**src/rtl/mls_pkg.sv**
```systemverilog
package mls_pkg;
  typedef enum logic {
    SEQ_IDLE = 1'b0,
    SEQ_RUN  = 1'b1
  } seq_state_e;

  localparam logic DIR_LOAD  = 1'b0;
  localparam logic DIR_STORE = 1'b1;
endpackage

```
**src/rtl/mls_lowbit.sv**
```systemverilog
// Isolates the lowest set bit of a vector and encodes its index.
module mls_lowbit #(
  parameter int N  = 64,
  parameter int IW = $clog2(N)
) (
  input  logic [N-1:0]  vec_i,
  output logic [N-1:0]  onehot_o,
  output logic [IW-1:0] idx_o
);
  logic [N:0] seen;

  assign seen[0] = 1'b0;

  for (genvar g = 0; g < N; g++) begin : g_scan
    assign seen[g+1]   = seen[g] | vec_i[g];
    assign onehot_o[g] = vec_i[g] & ~seen[g];
  end

  always_comb begin
    idx_o = '0;
    for (int i = 0; i < N; i++) begin
      if (onehot_o[i]) idx_o = idx_o | IW'(i);
    end
  end
endmodule

```
**src/rtl/mls_addr.sv**
```systemverilog
// Byte address counter: loads the base on start, steps on each handshake.
module mls_addr #(
  parameter int AW   = 32,
  parameter int STEP = 8
) (
  input  logic          clk,
  input  logic          rst_n,
  input  logic          load_i,
  input  logic [AW-1:0] base_i,
  input  logic          step_i,
  output logic [AW-1:0] addr_o
);
  logic [AW-1:0] addr_q, addr_d;
  logic          addr_en;

  always_comb begin
    addr_en = load_i | step_i;
    addr_d  = addr_q;
    if (load_i)      addr_d = base_i;
    else if (step_i) addr_d = addr_q + AW'(STEP);
  end

  always_ff @(posedge clk or negedge rst_n) begin
    if (!rst_n)       addr_q <= '0;
    else if (addr_en) addr_q <= addr_d;
  end

  assign addr_o = addr_q;
endmodule

```
**src/rtl/mls_ctrl.sv**
```systemverilog
// Sequencer state: pending selection, direction and completion pulse.
module mls_ctrl
  import mls_pkg::*;
#(
  parameter int NREG = 64
) (
  input  logic            clk,
  input  logic            rst_n,
  input  logic            start_i,
  input  logic            dir_i,
  input  logic [NREG-1:0] mask_i,
  input  logic            hs_i,
  input  logic [NREG-1:0] cur_onehot_i,
  output logic [NREG-1:0] pend_o,
  output logic            run_o,
  output logic            dir_o,
  output logic            done_o,
  output logic            accept_o
);
  seq_state_e      state_q, state_d;
  logic [NREG-1:0] pend_q, pend_d;
  logic            dir_q, dir_d;
  logic            done_q, done_d;
  logic            pend_en, dir_en;
  logic [NREG-1:0] pend_after;

  assign accept_o   = start_i & (state_q == SEQ_IDLE);
  assign pend_after = pend_q & ~cur_onehot_i;

  always_comb begin
    state_d = state_q;
    pend_d  = pend_q;
    dir_d   = dir_q;
    done_d  = 1'b0;
    pend_en = 1'b0;
    dir_en  = 1'b0;
    if (accept_o) begin
      pend_en = 1'b1;
      dir_en  = 1'b1;
      pend_d  = mask_i;
      dir_d   = dir_i;
      if (mask_i == '0) done_d  = 1'b1;
      else              state_d = SEQ_RUN;
    end else if (state_q == SEQ_RUN && hs_i) begin
      pend_en = 1'b1;
      pend_d  = pend_after;
      if (pend_after == '0) begin
        state_d = SEQ_IDLE;
        done_d  = 1'b1;
      end
    end
  end

  always_ff @(posedge clk or negedge rst_n) begin
    if (!rst_n) begin
      state_q <= SEQ_IDLE;
      done_q  <= 1'b0;
    end else begin
      state_q <= state_d;
      done_q  <= done_d;
    end
  end

  always_ff @(posedge clk or negedge rst_n) begin
    if (!rst_n)       pend_q <= '0;
    else if (pend_en) pend_q <= pend_d;
  end

  always_ff @(posedge clk or negedge rst_n) begin
    if (!rst_n)      dir_q <= DIR_LOAD;
    else if (dir_en) dir_q <= dir_d;
  end

  assign pend_o = pend_q;
  assign run_o  = (state_q == SEQ_RUN);
  assign dir_o  = dir_q;
  assign done_o = done_q;
endmodule

```
**src/rtl/mask_ldst_seq.sv**
```systemverilog
module mask_ldst_seq
  import mls_pkg::*;
#(
  parameter int NREG = 64,
  parameter int DW   = 64,
  parameter int AW   = 32,
  parameter int IW   = $clog2(NREG)
) (
  input  logic            clk,
  input  logic            rst_n,
  input  logic            start_i,
  input  logic            dir_i,
  input  logic [NREG-1:0] mask_i,
  input  logic [AW-1:0]   base_i,
  output logic            busy_o,
  output logic            done_o,
  output logic            mem_req_o,
  output logic            mem_we_o,
  output logic [AW-1:0]   mem_addr_o,
  output logic [DW-1:0]   mem_wdata_o,
  input  logic            mem_ready_i,
  input  logic [DW-1:0]   mem_rdata_i,
  output logic [IW-1:0]   rf_raddr_o,
  input  logic [DW-1:0]   rf_rdata_i,
  output logic            rf_we_o,
  output logic [IW-1:0]   rf_waddr_o,
  output logic [DW-1:0]   rf_wdata_o
);
  localparam int STEP = DW / 8;

  logic [NREG-1:0] pend, cur_onehot;
  logic [IW-1:0]   cur_idx;
  logic            run, dir, accept, hs;

  assign hs = run & mem_ready_i;

  mls_ctrl #(.NREG(NREG)) u_ctrl (
    .clk          (clk),
    .rst_n        (rst_n),
    .start_i      (start_i),
    .dir_i        (dir_i),
    .mask_i       (mask_i),
    .hs_i         (hs),
    .cur_onehot_i (cur_onehot),
    .pend_o       (pend),
    .run_o        (run),
    .dir_o        (dir),
    .done_o       (done_o),
    .accept_o     (accept)
  );

  mls_lowbit #(.N(NREG), .IW(IW)) u_pick (
    .vec_i    (pend),
    .onehot_o (cur_onehot),
    .idx_o    (cur_idx)
  );

  mls_addr #(.AW(AW), .STEP(STEP)) u_addr (
    .clk    (clk),
    .rst_n  (rst_n),
    .load_i (accept),
    .base_i (base_i),
    .step_i (hs),
    .addr_o (mem_addr_o)
  );

  assign busy_o      = run;
  assign mem_req_o   = run;
  assign mem_we_o    = run & (dir == DIR_STORE);
  assign mem_wdata_o = rf_rdata_i;
  assign rf_raddr_o  = cur_idx;
  assign rf_waddr_o  = cur_idx;
  assign rf_wdata_o  = mem_rdata_i;
  assign rf_we_o     = hs & (dir == DIR_LOAD);
endmodule

```
**config.mk**
```make
export PLATFORM = sky130hd
export DESIGN_NAME = mask_ldst_seq
export DESIGN_NICKNAME = d
export VERILOG_FILES = /design/src/rtl/mls_pkg.sv /design/src/rtl/mls_lowbit.sv /design/src/rtl/mls_addr.sv /design/src/rtl/mls_ctrl.sv /design/src/rtl/mask_ldst_seq.sv
export SDC_FILE = /design/constraint.sdc
export NUM_CORES = 1
export LEC_CHECK = 0
export BUFFER_PORTS_ARGS = -buffer_cell sky130_fd_sc_hd__buf_4
export CAP_MARGIN = 40
export CORE_AREA = 2 2 157 159
export CTS_BUF_LIST = sky130_fd_sc_hd__clkbuf_4 sky130_fd_sc_hd__clkbuf_8 sky130_fd_sc_hd__clkbuf_16
export CTS_CLUSTER_DIAMETER = 50
export DETAILED_ROUTE_END_ITERATION = 16
export DIE_AREA = 0 0 159 161
export PLACE_DENSITY_LB_ADDON = 0.2
export SLEW_MARGIN = 5
export SYNTH_ARGS = -nofsm -noshare
export SYNTH_HDL_FRONTEND = slang
export SYNTH_SLANG_ARGS = --single-unit
```
**constraint.sdc**
```tcl
create_clock -name clk -period 4.2 [get_ports clk]
set_input_delay 0.42 -clock clk [delete_from_list [all_inputs] [get_ports clk]]
set_output_delay 0.42 -clock clk [all_outputs]
set_load 0.1 [all_outputs]
```
==> out/results.tsv <==
metric	value	unit
status	finished, violations left	
violations	hold timing	
stdcell_area	8056	um2
drive_above_1_share	0.2154	
netlist.area_leader.share	0.3401	
synth_most_common_cell	nand2_1	
hpwl	19490	um
setup_slack	0.1804	ns
ys_ff_latch	99	
fmax	248.8	MHz
postCtsSetupRepairBufs	0	
cts_sinks	99	
gp_congestion	0.9906	
grt_pass1_wl	39160	um
synth_seq_area_share	0.3401	
area_growth_syn_to_layout	10.62	%
cp_num_cells	10	
synthTopCellsByCount	174 x nand2_1, 135 x buf_4, 116 x o21ai_0, 99 x dfrtp_1, 64 x nor2_1	
slew_viol_final	0	
ys_warn_count	0	
root_buffer	clkbuf_16	
dp_cells	1247	
worstSkewPairLatency	0.37	ns
power_frac_comb	0.561	
cts_tree	done	
synthAdderAreaFrac	0.003092	
wl_per_cell	20.06	um
p_per_area	766.5	nW/um2
die_area	25600	um2
path_cells	or4_4 -> nor4_4 -> nand3_2 -> buf_4 -> nor3_1 -> nand3_1 -> o311ai_0 -> a211oi_1 -> nand3_1 -> buf_4	
p_leak	3.343	nW
setup_viol	0	
rr_startpoint	u_ctrl.pend_o[4]	
grt_max_degree	61	
peakVddDrop	0.0007684	V
worstMarginPinSlew	0.8436	ns
hold_ws	-0.003126	ns
synth-simple-area-share	0.2599	
syn_inst	940	
maxCapViolations	0	
crit_path_start_kind	register	
crit_buf_inv	2	
core_area	23960	um2
critPathMaxFanout	15	
vias_per_cell	5.316	
ant_nets	0	
postCtsHoldBufs	0	
drtIter0Drc	470	
synth.area.mux_share	0	
n_antenna_cell	0	
dpl_cell_area	7744	um2
yosysTopAreaCell	dfrtp_1	
syn-num-nets	1170	
grt_pass1_vias	6655	
fin_crit	4.020	ns
critPathTopFamily	simple AND/OR/NAND/NOR gates	
worstPathArrival	3.60	ns
drt_first_pass_iters	5	
async_flop_share	1.000	
die_h	161	um
worst_path_largest_cell_delay	0.64	ns
h-tree-depth	3	
final_cells	1262	
crit_type	reg -> out	
syn_area	7283	um2
hp-class	in -> async	
synth-compound-area-share	0.1895	
slew-limit-headroom	0.4305	
synth_edf_count	0	
port_buffers	149	
required	3.78	ns
fin_skew	0.01610	ns
cp_slowest_cell	or4_4	
grt_overflow_total	0	
antenna_found_initial	0	
end_kind	output pin	
cts_buffers	9	
yosys.area_share.xor_xnor	0.03247	
grt_use_total	0.1960	
period_share	0.9570	
switching_share	0.5699	
drc	0	
ys.flop_type	dfrtp_1	
hold_viol_final	1	
p_int	0.002656	W
core.rowCount	57	
pwr-share-seq	0.298	
rsz0062_at_grt	yes	
synth_cell_types	61	
net-switching-power	0.003519	W
drt_wl_total	25310	um
die_w	159	um
synth_top_family_by_area	simple AND/OR/NAND/NOR gates	
power.share.clock	0.142	
syn_area_per_cell	7.748	um2
rr_worst_depth	9	
fin_nets	1164	
tns	0	ns
ys_top_cells_by_area	dfrtp_1 34%, buf_4 14%, nand2_1 9.0%, o21ai_0 8.0%, nor2_1 3.3%	
dpl_worst_slack	0.5823	ns
cts.clk_slew.worst_paths	0.08	ns
io_pins	406	
initial_core_util	0.3039	
vias	6709	
max-clock-path-buffers	2	
crit_path_start	u_ctrl.pend_o[4]	
-- power by group through the flow --
stage,logic (W),registers (W),clock network (W)
2_1_floorplan,0.00247,0.00245,0
6_report,0.00346,0.00184,0.000875
4_1_cts,0.00345,0.00182,0.000897
5_1_grt,0.00366,0.00189,0.000933
3_5_place_dp,0.00344,0.00183,0
3_3_place_gp,0.00345,0.00184,0
-- layout make-up --
class | instances | area [um2]
clock buffers | 10 | 232.7
inverters | 16 | 60.06
fillers | 2650 | 15910
multi-input cells | 643 | 3552
flip-flops and latches | 99 | 2477
clock inverters | 5 | 60.06
repair buffers | 165 | 1269
well taps | 324 | 405.4
-- through the flow --
stage                     total power, W  utilization
after floorplan                 0.004918            -
after global placement          0.005290       0.3216
after detailed placement        0.005268       0.3232
after CTS                       0.006165       0.3354
after global routing            0.006486       0.3362
final                           0.006176       0.3362
-- routing by layer --
metal  global-route usage  share of wire
met5                    0              0
met4              0.07645          0.030
met3              0.07858          0.097
met2               0.3065           0.45
met1               0.2429           0.42
-- placed cells by master, fill, tap and decap left out, types with 8 or more instances in the layout --
cell type and instances:
nor2_1 63, a21oi_1 15, nand4_1 16, xor2_1 19, or3_1 16, o311ai_0 12
nand2_1 174, and3_1 9, o21ai_0 116, dfrtp_1 99, clkbuf_16 9, inv_1 16
a211oi_1 11, nand3_1 28, nor4_1 25, or2_2 10, xnor2_1 8, buf_4 161
nor3_1 19
-- flip-flops by register name, indices dropped and copies added, names as in the netlist --
name	count
u_ctrl.run_o	1
u_ctrl.pend_o	64
u_addr.addr_o	32
u_ctrl.done_o	1
u_ctrl.dir_o	1
-- worst paths after layout --
path,to,slack (ns)
min,u_ctrl.pend_o[21],-0.003
min in group clk,u_addr.addr_o[0],0.24
max reg2reg,u_ctrl.run_o,0.72
max in group asynchronous,u_ctrl.pend_o[13],3.45
min reg2reg,u_addr.addr_o[0],0.49
max,rf_raddr_o[2],0.18
-- cell families after synthesis --
logic type,count (synthesis)
simple gates,395
compound gates,219
xor+xnor,27
flops,99
fa+ha+maj,2
buf+inv,198
-- what timing repair did --
item | 4_1_cts | 5_1_grt
endpoints found under the hold margin | 0 | 0
resized for setup | 0 | 5
endpoints found under the setup margin | 0 | 6
(Power assumes the default switching activity.)
